## src/rtl/adc_cal_pkg.sv

```systemverilog
package adc_cal_pkg;
  localparam int SAMP_W = 12;
  localparam int GAIN_W = 16;
  localparam int FRAC_W = 14;
  localparam int OFS_W  = 16;
  localparam int PROD_W = SAMP_W + GAIN_W;
  localparam int SUM_W  = 32;
  localparam int RES_W  = SUM_W - FRAC_W;

  typedef logic [SAMP_W-1:0] samp_t;

  typedef struct packed {
    logic [GAIN_W-1:0]        gain;
    logic signed [OFS_W-1:0]  ofs;
  } coef_t;
endpackage

```

## src/rtl/cal_coef_store.sv

```systemverilog
module cal_coef_store
  import adc_cal_pkg::*;
#(
  parameter int AW = 7,
  localparam int DEPTH = 1 << AW
) (
  input  logic          clk,
  input  logic          coef_we,
  input  logic          map_we,
  input  logic [AW-1:0] waddr,
  input  coef_t         wcoef,
  input  logic          wmap,
  input  logic [AW-1:0] raddr,
  output coef_t         rcoef,
  output logic          rmap
);
  coef_t coef_mem [DEPTH];
  logic  map_mem  [DEPTH];

  // Two independent RAMs so each region has its own write port enable.
  always_ff @(posedge clk) begin
    if (coef_we) coef_mem[waddr] <= wcoef;
    rcoef <= coef_mem[raddr];
  end

  always_ff @(posedge clk) begin
    if (map_we) map_mem[waddr] <= wmap;
    rmap <= map_mem[raddr];
  end
endmodule

```

## src/rtl/cal_arith.sv

```systemverilog
module cal_arith
  import adc_cal_pkg::*;
#(
  parameter int NUM_CH = 30,
  parameter int CH_W   = 5,
  parameter int PS_W   = 2
) (
  input  logic            clk,
  input  logic            rst,
  input  logic            v_i,
  input  samp_t           x_i,
  input  logic [CH_W-1:0] ch_i,
  input  logic [PS_W-1:0] ps_i,
  input  logic            oo_i,
  input  logic            sb_i,
  input  coef_t           coef_i,
  input  logic            map_i,
  output logic            v_o,
  output samp_t           y_o,
  output logic [CH_W-1:0] ch_o,
  output logic [PS_W-1:0] ps_o
);
  localparam logic [CH_W:0]                CH_LIM = (CH_W+1)'(NUM_CH);
  localparam logic signed [SUM_W-1:0]      HALF   = SUM_W'(1) << (FRAC_W-1);
  localparam logic signed [RES_W-1:0]      RMAX   = RES_W'((1 << SAMP_W) - 1);

  // stage 2: multiply, bypass decision
  logic                    v2, byp2;
  logic [PROD_W-1:0]       p2;
  logic signed [OFS_W-1:0] o2;
  samp_t                   x2;
  logic [CH_W-1:0]         ch2;
  logic [PS_W-1:0]         ps2;

  always_ff @(posedge clk) begin
    if (rst) v2 <= 1'b0;
    else     v2 <= v_i;
    p2   <= oo_i ? PROD_W'({x_i, {FRAC_W{1'b0}}})
                 : PROD_W'(x_i) * PROD_W'(coef_i.gain);
    byp2 <= !map_i || ({1'b0, ch_i} >= CH_LIM) ||
            (sb_i && ((x_i == '0) || (x_i == '1)));
    o2   <= coef_i.ofs;
    x2   <= x_i;
    ch2  <= ch_i;
    ps2  <= ps_i;
  end

  // stage 3: add offset and rounding half, drop fraction
  logic signed [SUM_W-1:0] p_ext, o_ext, sum_c;
  always_comb begin
    p_ext = $signed({{(SUM_W-PROD_W){1'b0}}, p2});
    o_ext = $signed({{(SUM_W-OFS_W-FRAC_W){o2[OFS_W-1]}}, o2, {FRAC_W{1'b0}}});
    sum_c = p_ext + o_ext + HALF;
  end

  logic                    v3, byp3;
  logic signed [RES_W-1:0] r3;
  samp_t                   x3;
  logic [CH_W-1:0]         ch3;
  logic [PS_W-1:0]         ps3;

  always_ff @(posedge clk) begin
    if (rst) v3 <= 1'b0;
    else     v3 <= v2;
    r3   <= sum_c[SUM_W-1:FRAC_W];
    byp3 <= byp2;
    x3   <= x2;
    ch3  <= ch2;
    ps3  <= ps2;
  end

  // stage 4: clamp and select
  always_ff @(posedge clk) begin
    if (rst) v_o <= 1'b0;
    else     v_o <= v3;
    if (byp3)              y_o <= x3;
    else if (r3[RES_W-1])  y_o <= '0;
    else if (r3 > RMAX)    y_o <= '1;
    else                   y_o <= r3[SAMP_W-1:0];
    ch_o <= ch3;
    ps_o <= ps3;
  end
endmodule

```

## src/rtl/cal_delay.sv

```systemverilog
module cal_delay #(
  parameter int W     = 20,
  parameter int DEPTH = 10
) (
  input  logic         clk,
  input  logic         rst,
  input  logic [W-1:0] d,
  output logic [W-1:0] q
);
  generate
    if (DEPTH == 0) begin : g_none
      assign q = d;
    end else begin : g_sr
      logic [W-1:0] sr [DEPTH];
      always_ff @(posedge clk) begin
        if (rst) begin
          for (int i = 0; i < DEPTH; i++) sr[i] <= '0;
        end else begin
          sr[0] <= d;
          for (int i = 1; i < DEPTH; i++) sr[i] <= sr[i-1];
        end
      end
      assign q = sr[DEPTH-1];
    end
  endgenerate
endmodule

```

## src/rtl/adc_cal_pipe.sv

```systemverilog
module adc_cal_pipe
  import adc_cal_pkg::*;
#(
  parameter int NUM_CH  = 30,
  parameter int NUM_PS  = 4,
  parameter int LATENCY = 14,
  localparam int CH_W = $clog2(NUM_CH),
  localparam int PS_W = $clog2(NUM_PS),
  localparam int AW   = CH_W + PS_W
) (
  input  logic              clk,
  input  logic              rst,
  input  logic              in_valid,
  input  logic [SAMP_W-1:0] in_sample,
  input  logic [CH_W-1:0]   in_chan,
  input  logic [PS_W-1:0]   in_ps,
  input  logic              cfg_offset_only,
  input  logic              cfg_sat_bypass,
  input  logic              init_coef_we,
  input  logic              init_map_we,
  input  logic [AW-1:0]     init_addr,
  input  logic [GAIN_W-1:0] init_gain,
  input  logic [OFS_W-1:0]  init_ofs,
  input  logic              init_map_en,
  output logic              out_valid,
  output logic [SAMP_W-1:0] out_sample,
  output logic [CH_W-1:0]   out_chan,
  output logic [PS_W-1:0]   out_ps
);
  localparam int CORE = 4;
  localparam int TAIL = LATENCY - CORE;
  localparam int DW   = 1 + SAMP_W + CH_W + PS_W;

  // stage 1: capture, coefficient read in parallel
  logic            v1, oo1, sb1, map1;
  samp_t           x1;
  logic [CH_W-1:0] ch1;
  logic [PS_W-1:0] ps1;
  coef_t           coef1;

  always_ff @(posedge clk) begin
    if (rst) v1 <= 1'b0;
    else     v1 <= in_valid;
    x1  <= in_sample;
    ch1 <= in_chan;
    ps1 <= in_ps;
    oo1 <= cfg_offset_only;
    sb1 <= cfg_sat_bypass;
  end

  cal_coef_store #(.AW(AW)) u_store (
    .clk     (clk),
    .coef_we (init_coef_we),
    .map_we  (init_map_we),
    .waddr   (init_addr),
    .wcoef   ('{gain: init_gain, ofs: init_ofs}),
    .wmap    (init_map_en),
    .raddr   ({in_chan, in_ps}),
    .rcoef   (coef1),
    .rmap    (map1)
  );

  logic            v4;
  samp_t           y4;
  logic [CH_W-1:0] ch4;
  logic [PS_W-1:0] ps4;

  cal_arith #(.NUM_CH(NUM_CH), .CH_W(CH_W), .PS_W(PS_W)) u_arith (
    .clk    (clk),
    .rst    (rst),
    .v_i    (v1),
    .x_i    (x1),
    .ch_i   (ch1),
    .ps_i   (ps1),
    .oo_i   (oo1),
    .sb_i   (sb1),
    .coef_i (coef1),
    .map_i  (map1),
    .v_o    (v4),
    .y_o    (y4),
    .ch_o   (ch4),
    .ps_o   (ps4)
  );

  // pad to the fixed latency
  logic [DW-1:0] tail_q;
  cal_delay #(.W(DW), .DEPTH(TAIL)) u_tail (
    .clk (clk),
    .rst (rst),
    .d   ({v4, y4, ch4, ps4}),
    .q   (tail_q)
  );

  assign {out_valid, out_sample, out_chan, out_ps} = tail_q;
endmodule

```

## config.mk

```make
export PLATFORM = sky130hd
export DESIGN_NAME = adc_cal_pipe
export DESIGN_NICKNAME = d
export VERILOG_FILES = /design/src/rtl/adc_cal_pkg.sv /design/src/rtl/cal_coef_store.sv /design/src/rtl/cal_arith.sv /design/src/rtl/cal_delay.sv /design/src/rtl/adc_cal_pipe.sv
export SDC_FILE = /design/constraint.sdc
export NUM_CORES = 2
export LEC_CHECK = 0
export BUFFER_PORTS_ARGS = -buffer_cell sky130_fd_sc_hd__clkbuf_2
export CAP_MARGIN = 0
export CORE_AREA = 3 3 548 550
export DETAILED_ROUTE_END_ITERATION = 6
export DIE_AREA = 0 0 551 553
export PLACE_DENSITY = 0.82
export SYNTH_ARGS = -nofsm -noshare
export SYNTH_HDL_FRONTEND = slang
export SYNTH_HIERARCHICAL = 1
export SYNTH_MEMORY_MAX_BITS = 65536
export SYNTH_SLANG_ARGS = --single-unit
```

## constraint.sdc

```tcl
create_clock -name clk -period 7.05 [get_ports clk]
set_input_delay 0.705 -clock clk [delete_from_list [all_inputs] [get_ports clk]]
set_output_delay 0.705 -clock clk [all_outputs]
set_load 0.1 [all_outputs]
```

# Word-level counts from Yosys, hierarchy flattened
# Memories as Yosys holds them, arrays and structs flattened. A register that Yosys moved wholly into a read port is not among the register bits.
# Index checks and enable logic that the tools add are counted.
# word_totals
mem_bits_rw	4424
regBits	146
memories	3
wordCells	70
in_bits	66
romBits	0
latchBits	0
# classes
div	0
n_bitwise	10
eq_ne	1
shifts	0
add_sub_neg	2
order_cmp	2
muxes	21
n_reduce_logical	6
multipliers	1
# mem_list
memory	words	width	read_ports	rd_clocked_by_memory_dff	write_ports	line	source
u_store.coef_mem	128	32	1	1	1	cal_coef_store.sv:17	coef_t coef_mem [DEPTH];
u_tail.g_sr.sr	10	20	10	0	10	cal_delay.sv:14	logic [W-1:0] sr [DEPTH];
u_store.map_mem	128	1	1	1	1	cal_coef_store.sv:18	logic map_mem [DEPTH];
# op_table
op	n
20-bit 2-to-1 mux	10
12-bit 2-to-1 mux	3
32-bit by 15-bit adder with 32-bit output, second input constant	1
29-bit by 30-bit adder with 31-bit output	1
12-bit by 16-bit multiplier with 28-bit output	1
26-bit 2-to-1 mux	1
18-bit by 13-bit > comparator with 1-bit output, second input constant	1
12-bit equality test, second input constant	1
12-bit logical NOT	1
1-bit OR	10
1-bit 2-to-1 mux	7
5-bit >= comparator, second input constant	1
1-bit logical OR	3
1-bit logical AND	1
1-bit logical NOT	1

# Logic depth before layout (Yosys ltp)
# logic_depth
ltp_word	4
depth_mapped	21
depth_no_buf	18

# Modules after synthesis
# The synthesis kept the hierarchy.
# by_module_without_submodules
mod	seq_area_each_um2	cells_each	n_inst	area_per_inst_um2
cal_coef_store	127502.3	6320	1	161676.3
cal_arith	2222.1	1054	1	9606.7
cal_delay	4003.8	442	1	5515.3
adc_cal_pipe	440.4	23	1	454.2

# Worst setup path after synthesis
# OpenSTA, ideal clock, no wires.
# synth_path
kind	register to register
start	register x1[5]
end	register u_arith.p2[24]
t_arrival_ps	5122
path_slack_ps	1866
required_ps	6988
path_stages_with_launch	19
synth_period_minus_slack_ps	5184
n_path_buf	2
setup_time_ps	62
path_cell_list	dfxtp_1 clkbuf_1 buf_1 nand2_1 fa_1 fa_1 inv_1 fa_1 fa_1 inv_1 fa_1 inv_1 ha_1 a21oi_2 nand2_1 o21ai_1 a211oi_2 or4_1 nand3_1
# synth_via
elab_chain_len	2
# synth_lines
element	line	source
start, declared	adc_cal_pipe.sv:36	samp_t x1;
start signal, assigned	adc_cal_pipe.sv:44	x1 <= in_sample;
12-bit by 16-bit multiplier with 28-bit output	cal_arith.sv:39	: PROD_W'(x_i) * PROD_W'(coef_i.gain);
26-bit 2-to-1 mux	cal_arith.sv:38	p2 <= oo_i ? PROD_W'({x_i, {FRAC_W{1'b0}}})
end signal, assigned	cal_arith.sv:38	
end, declared	cal_arith.sv:29	logic [PROD_W-1:0] p2;
# Every way passes these cells.
# A chain may end at the register's enable or synchronous reset.

# Worst setup path in the final report
# layout_path
start	register x1[9]
end	register u_arith.p2[25]
# The elaborated chain is that of the path after synthesis.

==> flow_summary.json <==
{
  "cts_resized": 0,
  "netlist_area_um2": 177000,
  "crit_required_ns": 7.88,
  "fin_crit_sh": 0.832,
  "die_height_um": 553,
  "hold_buffers": 15,
  "finalInstanceArea_um2": 198000,
  "crit_start": "x1[9]$_DFF_P_",
  "maxSlewHeadroom": -0.0318,
  "critPathCaptureType": "flip-flop",
  "ant_nets": 0,
  "synth-edff-count": 4224,
  "core-area_um2": 296000,
  "min_path_cells": 1,
  "regToRegStartpoint": "x1[9]$_DFF_P_",
  "grt_pass1_wl_mm": 739,
  "die-area_um2": 305000,
  "status": "complete, but fails checks",
  "clk_pin_slew_worst_paths_ns": 0.07,
  "drc": 0,
  "place_inst": 11667,
  "row_count": 200,
  "fin_skew_ns": 0.0922,
  "power-per-cell-area_nw_per_um2": 324,
  "cts.root.buffer_cell": "clkbuf_16",
  "fin_crit_ns": 5.87,
  "cts_buffers": 430,
  "layout.cells.non_filler": 12484,
  "yosysUniqueCellTypes": 58,
  "antenna_found_initial": 60,
  "layout_common_cells": "4224 x edfxtp_1, 1386 x mux4_2, 434 x clkbuf_16, 366 x dfxtp_1, 250 x buf_4",
  "hp-class": "in -> reg",
  "r2r_cells": 15,
  "syn_inst": 7839,
  "hold_viol": 0,
  "vias": 92513,
  "worst-r2r-setup-slack_ns": 1.18,
  "insertion_delay_ns": 0.96,
  "finalWirelength_mm": 528,
  "grt_pass1_vias": 92083,
  "path_max_fanout": 20,
  "fin_ws_ns": 1.18,
  "ys_warn_count": 6,
  "grt_max_degree": 129,
  "portBuffers": 85,
  "final_common_cell": "edfxtp_1",
  "leakage_nw": 63.0,
  "synthFlopType": "edfxtp_1",
  "post-place-ws_ns": 1.31,
  "cts_setup_buffers": 0,
  "die_w_um": 551,
  "syn_area_per_cell_um2": 22.6,
  "async_reset_ff_frac": 0,
  "start_kind": "flip-flop",
  "htreeDepth": 5,
  "routabilityCongestion": 0.852,
  "first_iter_violations": 19342,
  "synth_nets": 8121,
  "timing.rr.end": "u_arith/p2[25]$_DFF_P_",
  "dpl_cell_area_um2": 184000,
  "wl_per_cell_um": 42.3,
  "worstMarginPinSlew_ns": 1.55,
  "worstSetupPathType": "reg -> reg",
  "viasPerCell": 7.41,
  "cts.sinks": 4590,
  "area_growth_pct": 11.7,
  "cp_data_arrival_time_ns": 6.70,
  "rsz0062_at_grt": "false",
  "post-dp-hpwl_mm": 253,
  "ys_ff_latch": 4590,
  "first_pass_iters": 6,
  "slew_viol_final": 113,
  "fin_setup_tns_ns": 0,
  "crit_end": "u_arith/p2[25]$_DFF_P_",
  "max-vdd-ir-drop_mv": 0.539,
  "cts_tree": "yes",
  "nNetsFinal": 8460,
  "final_layout_size_suffix_gt1_frac": 0.294,
  "initial_core_util": 0.598,
  "grt_overflow": 0,
  "ios": 86,
  "violations": "max-slew violations",
  "grt_use_total": 0.348,
  "power_mw": 64.1,
  "clock.fmax_mhz": 170,
  "clock_path_buffers": 4,
  "finalSetupViolCount": 0,
  "yosysSeqAreaShare": 0.757,
  "drv_cap": 0
}
-- critical path: stages, from the launching register on --
cell	delay [ns]
dfxtp_1	0.96
and2_1	0.27
fa_1	0.44
fa_1	0.52
fa_1	0.53
fa_1	0.55
inv_1	0.06
fa_1	0.53
inv_1	0.04
ha_1	0.37
a211oi_2	0.29
o21bai_1	0.18
o31ai_1	0.26
nand3_1	0.21
o21ba_1	0.25
o311ai_1	0.28
-- worst min-delay path by stage --
stage          slack, ns                 start                             endpoint
6_report            0.07          init_ofs[15]  u_store/coef_mem[116][15]$_DFFE_PP_
5_1_grt             0.09          init_ofs[15]  u_store/coef_mem[119][15]$_DFFE_PP_
4_1_cts             0.03          init_ofs[15]  u_store/coef_mem[119][15]$_DFFE_PP_
3_5_place_dp        0.31        ch1[0]$_DFF_P_               u_arith/ch2[0]$_DFF_P_
3_3_place_gp        0.31        ps1[0]$_DFF_P_               u_arith/ps2[0]$_DFF_P_
2_1_floorplan       0.31  u_arith/byp2$_DFF_P_                 u_arith/byp3$_DFF_P_
-- final cells by class --
cell class	count	area [um2]
inverters	183	687
diodes	23	57.6
multi-input cells	2625	41500
clock buffers	525	11200
repair buffers	348	3000
fillers	16269	98200
clock inverters	251	2460
well taps	3939	4930
flip-flops and latches	4590	134000
-- metrics by stage --
| stage | utilization | hold WS [ns] |
|---|---|---|
| after floorplan | - | 0.310 |
| after global placement | 0.621 | 0.310 |
| after CTS | 0.668 | 0.0259 |
| final | 0.668 | 0.0667 |
| after detailed placement | 0.621 | 0.312 |
| after global routing | 0.668 | 0.0871 |
-- power breakdown --
part | total (mW) | leakage (nW) | internal (mW) | switching, mW
Clock | 23.7 | 6.70 | 12.8 | 10.9
Sequential | 30.3 | 41.0 | 30.0 | 0.279
Combinational | 10.0 | 15.3 | 3.84 | 6.21
Total | 64.1 | 63.0 | 46.7 | 17.3
-- kinds of logic (layout without fill, tap and decap cells) --
group / count (synthesis) / after routing / synth area share
AO/OA/AOI/OAI: 133 / 133 / 0.00517
XOR/XNOR: 21 / 21 / 0.00104
adder cells (fa/ha/maj): 216 / 216 / 0.0212
buffers and inverters: 624 / 1307 / 0.0146
flip-flops: 4590 / 4590 / 0.757
multiplexers: 1421 / 1421 / 0.178
other: 0 / 23 / 0
AND/OR/NAND/NOR: 834 / 834 / 0.0228
-- registers in the layout, summed over array words and instances (netlist names), 2 cells and up --
| register | count |
|---|---|
| u_arith/ps3 | 2 |
| u_arith/p2 | 15 |
| u_arith/x2 | 12 |
| u_arith/ps2 | 2 |
| u_tail/g_sr.sr | 200 |
| x1 | 12 |
| ch1 | 5 |
| u_arith/ch3 | 5 |
| u_arith/x3 | 12 |
| u_arith/ps_o | 2 |
| u_arith/o2 | 16 |
| u_arith/ch_o | 5 |
| u_arith/ch2 | 5 |
| u_arith/r3 | 18 |
| u_store/rcoef | 32 |
| ps1 | 2 |
| u_store/coef_mem | 4096 |
| u_arith/y_o | 12 |
| u_store/map_mem | 128 |
-- cell usage after synthesis, types with 3 or more instances --
cell / count / share of area
edfxtp_1: 4224 / 0.72
mux4_2: 1386 / 0.18
dfxtp_1: 366 / 0.041
nor2_1: 295 / 0.0062
clkbuf_1: 261 / 0.0055
nor2b_1: 213 / 0.0075
nand2_1: 186 / 0.0039
inv_1: 183 / 0.0039
fa_1: 140 / 0.016
buf_2: 118 / 0.0033
ha_1: 76 / 0.0054
and2_1: 64 / 0.0023
buf_1: 38 / 0.00080
mux2_2: 33 / 0.0021
a21oi_1: 24 / 0.00068
nand3_1: 23 / 0.00065
buf_4: 21 / 0.00089
o31ai_1: 18 / 0.00076
o21ai_0: 17 / 0.00048
xnor2_1: 15 / 0.00074
nor3_1: 14 / 0.00040
o21ai_1: 12 / 0.00034
nand4_1: 11 / 0.00039
a21o_1: 9 / 0.00038
o21a_1: 9 / 0.00038
a211oi_1: 7 / 0.00030
and3_1: 6 / 0.00021
o21bai_1: 6 / 0.00025
xor2_1: 6 / 0.00030
a31oi_1: 5 / 0.00018
nor4_1: 5 / 0.00018
o311ai_1: 4 / 0.00020
or3_1: 4 / 0.00014
a211oi_2: 3 / 0.00021
a31o_1: 3 / 0.00015
nor3b_1: 3 / 0.00013
-- routing by layer --
metal  track usage  up-vias  part of all wire
met2         0.533    10297              0.47
met4         0.185       52             0.069
li1              -    32923                 -
met5       0.00206        -           0.00086
met3         0.103     2093              0.15
met1         0.458    47148              0.31
No activity file was read; power rests on OpenSTA's default activity.
